### config.mk
export PLATFORM = sky130hd
export DESIGN_NAME = ballast_seq_top
export DESIGN_NICKNAME = d
export VERILOG_FILES = /design/src/rtl/ballast_seq_pkg.sv /design/src/rtl/ballast_flag_sync.sv /design/src/rtl/ballast_tc_timer.sv /design/src/rtl/ballast_seq_top.sv
export SDC_FILE = /design/constraint.sdc
export NUM_CORES = 1
export LEC_CHECK = 0
export BUFFER_PORTS_ARGS = -buffer_cell sky130_fd_sc_hd__buf_2
export CELL_PAD_IN_SITES_DETAIL_PLACEMENT = 1
export CELL_PAD_IN_SITES_GLOBAL_PLACEMENT = 1
export CORE_UTILIZATION = 44
export CTS_CLUSTER_SIZE = 10
export DETAILED_ROUTE_END_ITERATION = 10
export PLACE_DENSITY = 0.93
export SLEW_MARGIN = 40
export SYNTH_ARGS = -nofsm -noshare
export SYNTH_HDL_FRONTEND = slang
export SYNTH_HIERARCHICAL = 1
export SYNTH_SLANG_ARGS = --single-unit
### constraint.sdc
create_clock -name clk -period 4.6 [get_ports clk]
set_input_delay 0.23 -clock clk [delete_from_list [all_inputs] [get_ports clk]]
set_output_delay 0.23 -clock clk [all_outputs]
set_load 0.03 [all_outputs]
### src/rtl/ballast_seq_pkg.sv
package ballast_seq_pkg;
  typedef enum logic [2:0] {
    PH_IDLE    = 3'd0,
    PH_PREHEAT = 3'd1,
    PH_IGNITE  = 3'd2,
    PH_RUN     = 3'd3,
    PH_OFF     = 3'd4,
    PH_FAULT   = 3'd5,
    PH_BOARD   = 3'd6
  } phase_e;

  typedef enum logic [1:0] {
    TC_REST   = 2'd0,
    TC_CHARGE = 2'd1,
    TC_DECAY  = 2'd2
  } tc_state_e;

  localparam int NUM_FLAGS  = 9;
  localparam int IDX_TC_HI  = 0;
  localparam int IDX_TC_LO  = 1;
  localparam int IDX_IGN    = 2;
  localparam int IDX_RELAMP = 3;
  localparam int IDX_DIS    = 4;
  localparam int IDX_HB_LO  = 5;
  localparam int IDX_HB_HI  = 6;
  localparam int IDX_EOL    = 7;
  localparam int IDX_PFC    = 8;
endpackage

### src/rtl/ballast_flag_sync.sv
module ballast_flag_sync #(
  parameter int             WIDTH   = 9,
  parameter int             STAGES  = 2,
  parameter logic [WIDTH-1:0] RST_VAL = '0
) (
  input  logic             clk,
  input  logic             uvlo,
  input  logic [WIDTH-1:0] d,
  output logic [WIDTH-1:0] q
);
  for (genvar i = 0; i < WIDTH; i++) begin : g_bit
    logic [STAGES-1:0] chain;
    always_ff @(posedge clk or posedge uvlo) begin
      if (uvlo) chain <= {STAGES{RST_VAL[i]}};
      else      chain <= {chain[STAGES-2:0], d[i]};
    end
    assign q[i] = chain[STAGES-1];
  end
endmodule

### src/rtl/ballast_tc_timer.sv
module ballast_tc_timer
  import ballast_seq_pkg::*;
(
  input  logic clk,
  input  logic uvlo,
  input  logic en,
  input  logic clr,
  input  logic hi,
  input  logic lo,
  output logic charge,
  output logic decaying,
  output logic done
);
  tc_state_e ts_q, ts_d;

  always_comb begin
    ts_d = ts_q;
    if (clr || !en) ts_d = TC_REST;
    else begin
      case (ts_q)
        TC_REST:   ts_d = TC_CHARGE;
        TC_CHARGE: if (hi) ts_d = TC_DECAY;
        TC_DECAY:  if (lo) ts_d = TC_REST;
        default:   ts_d = TC_REST;
      endcase
    end
  end

  always_ff @(posedge clk or posedge uvlo) begin
    if (uvlo) ts_q <= TC_REST;
    else      ts_q <= ts_d;
  end

  assign charge   = (ts_q == TC_CHARGE);
  assign decaying = (ts_q == TC_DECAY);
  assign done     = decaying && lo;
endmodule

### src/rtl/ballast_seq_top.sv
module ballast_seq_top
  import ballast_seq_pkg::*;
#(
  parameter int SYNC_STAGES = 2
) (
  input  logic       clk,
  input  logic       uvlo,
  input  logic       tc_hi_flag,
  input  logic       tc_lo_flag,
  input  logic       ign_end_flag,
  input  logic       relamp_flag,
  input  logic       disable_flag,
  input  logic       hb_lo_flag,
  input  logic       hb_hi_flag,
  input  logic       eol_flag,
  input  logic       pfc_fault_flag,
  output logic [2:0] phase,
  output logic       tc_charge,
  output logic       tc_discharge,
  output logic       freq_release,
  output logic       freq_up,
  output logic       drv_en,
  output logic       lowpwr_latch
);
  localparam logic [NUM_FLAGS-1:0] SYNC_RST = NUM_FLAGS'(1) << IDX_RELAMP;

  logic [NUM_FLAGS-1:0] flags_raw, flags_s;
  assign flags_raw = {pfc_fault_flag, eol_flag, hb_hi_flag, hb_lo_flag,
                      disable_flag, relamp_flag, ign_end_flag, tc_lo_flag, tc_hi_flag};

  ballast_flag_sync #(.WIDTH(NUM_FLAGS), .STAGES(SYNC_STAGES), .RST_VAL(SYNC_RST)) u_sync (
    .clk(clk), .uvlo(uvlo), .d(flags_raw), .q(flags_s)
  );

  logic tc_hi_s, tc_lo_s, ign_s, relamp_s, dis_s, hb_lo_s, hb_hi_s, eol_s, pfc_s;
  assign tc_hi_s  = flags_s[IDX_TC_HI];
  assign tc_lo_s  = flags_s[IDX_TC_LO];
  assign ign_s    = flags_s[IDX_IGN];
  assign relamp_s = flags_s[IDX_RELAMP];
  assign dis_s    = flags_s[IDX_DIS];
  assign hb_lo_s  = flags_s[IDX_HB_LO];
  assign hb_hi_s  = flags_s[IDX_HB_HI];
  assign eol_s    = flags_s[IDX_EOL];
  assign pfc_s    = flags_s[IDX_PFC];

  phase_e st_q, st_d;
  logic   run_fault, tm_en, tm_clr, tm_charge, tm_decay, tm_done;

  // low current and end-of-life both feed the run-mode fault filter
  assign run_fault = hb_lo_s || eol_s;
  assign tm_en     = (st_q == PH_PREHEAT) || (st_q == PH_IGNITE) ||
                     ((st_q == PH_RUN) && run_fault);
  assign tm_clr    = (st_d != st_q);

  ballast_tc_timer u_timer (
    .clk(clk), .uvlo(uvlo), .en(tm_en), .clr(tm_clr),
    .hi(tc_hi_s), .lo(tc_lo_s),
    .charge(tm_charge), .decaying(tm_decay), .done(tm_done)
  );

  // priority: board fault, relamp, disable, phase progress
  always_comb begin
    st_d = st_q;
    if (pfc_s && st_q != PH_BOARD) st_d = PH_BOARD;
    else begin
      case (st_q)
        PH_IDLE: begin
          if (relamp_s)   st_d = PH_IDLE;
          else if (dis_s) st_d = PH_OFF;
          else            st_d = PH_PREHEAT;
        end
        PH_PREHEAT: begin
          if (relamp_s)     st_d = PH_IDLE;
          else if (dis_s)   st_d = PH_OFF;
          else if (tm_done) st_d = PH_IGNITE;
        end
        PH_IGNITE: begin
          if (relamp_s)     st_d = PH_IDLE;
          else if (dis_s)   st_d = PH_OFF;
          else if (ign_s)   st_d = PH_RUN;
          else if (tm_done) st_d = PH_FAULT;
        end
        PH_RUN: begin
          if (relamp_s)                   st_d = PH_IDLE;
          else if (dis_s)                 st_d = PH_OFF;
          else if (hb_hi_s)               st_d = PH_FAULT;
          else if (tm_done && run_fault)  st_d = PH_FAULT;
        end
        PH_OFF: begin
          if (relamp_s)   st_d = PH_IDLE;
          else if (!dis_s) st_d = PH_PREHEAT;
        end
        PH_FAULT: if (relamp_s) st_d = PH_IDLE;
        PH_BOARD: st_d = PH_BOARD;
        default:  st_d = PH_IDLE;
      endcase
    end
  end

  always_ff @(posedge clk or posedge uvlo) begin
    if (uvlo) st_q <= PH_IDLE;
    else      st_q <= st_d;
  end

  assign phase        = st_q;
  assign tc_charge    = tm_charge;
  assign tc_discharge = !(tm_charge || tm_decay);
  assign freq_release = (st_q == PH_IGNITE) || (st_q == PH_RUN);
  assign freq_up      = ((st_q == PH_IGNITE) && hb_hi_s) || ((st_q == PH_RUN) && hb_lo_s);
  assign drv_en       = (st_q == PH_PREHEAT) || (st_q == PH_IGNITE) || (st_q == PH_RUN);
  assign lowpwr_latch = (st_q == PH_FAULT) || (st_q == PH_BOARD);
endmodule

==> summary.txt <==
diode count = 0
number of global-route vias before repair = 817
initial antenna violation count = 0
Ports = 20
GRT Residual Overflow = 0
RSZ-0062 raised after global routing = false
Critical Path Sink Type = flip-flop
Overall Power = 334 uW
most frequent cells in the layout = 21 x dfrtp_1, 19 x buf_2, 12 x nor2_1
worst path arrival time = 2310 ps
starting DRC count in detailed routing = 26
EDFF count, synth = 0
pwr dens = 279 nW/um^2
CTS Buffer Depth = 2
status = completed
input/output buffers = 19
Tmin final = 2110 ps
root buffer cell = clkbuf_4
ys flop type = dfrtp_1
routed len/inst = 15.9 um
gr usage total = 20.6%
DRC viols = 0
Initial DRT Pass Iterations = 4
most common cell after layout, fill and taps aside = dfrtp_1
final setup vio count = 0
CP Class = flip-flop to flip-flop
htree depth = 1
setup bufs post-CTS = 0
DP HPWL = 1790 um
Syn Nets = 119
Final Slew Violations = 0
core area = 2300 um^2
register area share after synthesis = 52.4%
Syn Inst Count = 108
Setup Skew = 10.8 ps
clock slew at reported path FFs = 120 ps
slew margin rel. = 57.5%
# clock sinks = 23
Setup crit start kind = flip-flop
area delta synth->final = 8.50%
synthesized area = 1100 um^2
async set or reset register ratio after synthesis = 100%
worst vdd ir = 0.250 mV
number of vias per cell = 5.54
FP Rows = 17
largest net degree at the start of global routing = 22
CTS tree = done
flops & latches, synth = 23
YS warnings = 6
Die W = 52.1 um
Final Cycle Share = 45.9%
gpl congestion = 0.928
die height = 52.1 um
Post-CTS Resized = 0
Hold WC Path Type = primary input to flip-flop
Inserted Clock Buffers = 3
Max Fclk = 474 MHz
fill count = 275
Post-DRT Antenna Nets = 0
Multi-input gate area = 395 um^2
DR vias = 826
synthesized area per cell = 10.2 um^2
layout cells sized above 1 = 22.3%
max-cap viol count = 0
DIE AREA = 2710 um^2
initial core utilization = 48.0%
Slew @ Worst Pin = 637 ps
CP required = 4810 ps
CP max FO = 15
first-pass GRT wire length = 3950 um
final wirelength = 2380 um
Pleak = 0.000548 uW
hold-fix buffers at CTS = 2
Distinct cells, synth = 37
final hold vios = 0
final setup TNS = 0 ps
Storage cell area = 578 um^2
clk_lat worst skew = 300 ps
Final nets = 133
[per-stage QoR]
stage	cell area [um^2]	util, %	std cells	setup slack [ps]	hold WS [ps]
final	1200	52.1	149	2490	24.4
after global routing	1200	52.1	149	2280	3.06
after CTS	1190	51.7	148	2470	10.7
after detailed placement	1140	49.7	142	2530	104
after global placement	1140	49.7	142	2620	103
after floorplan	1100	-	108	2650	-28.8
[cell type report]
cell class / instances / area share (%)
clock buffer: 4 / 2.19
inverter: 10 / 3.13
multi-input combinational: 62 / 33.0
sequential: 23 / 48.3
tap: 28 / 2.93
timing repair buffer: 22 / 10.4
[power breakdown]
part | switching, uW | total [uW] | internal (uW)
clock | 53.4 | 87.1 | 33.8
sequential | 8.33 | 220 | 211
combinational | 15.9 | 27.3 | 11.5
[registers in the layout (all words and copies together), names as in the netlist]
name                count
u_sync/g_bit.chain     18
phase                   3
u_timer/ts_q            2
[critical path, stage by stage, from the launching register on]
cell and delay [ps]:
dfrtp_1 660, inv_1 170, or3_1 410, a41oi_2 250
o221ai_2 130, nand2b_1 170, a211oi_1 220
[worst paths after layout]
kind | startpoint | end | slack [ps] | cells after the start
worst min-delay path | pfc_fault_flag | u_sync/g_bit[8].chain[0]$_DFF_PP0_ | 20 | 1
worst max-delay path | phase[1]$_DFF_PP0_ | u_timer/ts_q[0]$_DFFE_PP0P_ | 2490 | 6
worst max register to register | phase[1]$_DFF_PP0_ | u_timer/ts_q[0]$_DFFE_PP0P_ | 2490 | 6
min in group asynchronous | uvlo | u_timer/ts_q[1]$_DFFE_PP0P_ | 330 | 3
worst min register to register | u_sync/g_bit[5].chain[0]$_DFF_PP0_ | u_sync/g_bit[5].chain[1]$_DFF_PP0_ | 360 | 0
max in group asynchronous | uvlo | u_sync/g_bit[5].chain[1]$_DFF_PP0_ | 3650 | 3
[synth_stat cells (3+ instances only)]
| cell type | instances | area share [%] |
|---|---|---|
| nor2_1 | 12 | 4.1 |
| nand2b_1 | 4 | 2.3 |
| dfrtp_1 | 21 | 48 |
| buf_4 | 9 | 6.1 |
| inv_1 | 10 | 3.4 |
| a21oi_1 | 5 | 2.3 |
| o21ai_0 | 6 | 2.7 |
| nand2_1 | 4 | 1.4 |
| nor2b_1 | 3 | 1.7 |
[layer usage]
layer / share of wire, % / vias up / global-route usage [%] / routed length [um]
li1: - / 391 / - / -
met1: 44 / 409 / 28.2 / 1040
met2: 53 / 24 / 34.2 / 1260
met3: 2.9 / 2 / 3.51 / 69
met4: 0.46 / 0 / 4.05 / 11
met5: 0 / - / 0 / 0
[cell families after synthesis]
group	count (synthesis)	synth area share, %
AO/OA/AOI/OAI	28	18.9
flip-flops	23	52.4
AND/OR/NAND/NOR	32	15.2
XOR/XNOR	1	0.794
buffers and inverters	23	11.8
multiplexers	1	0.907
Power figures use the tool's default switching activity.
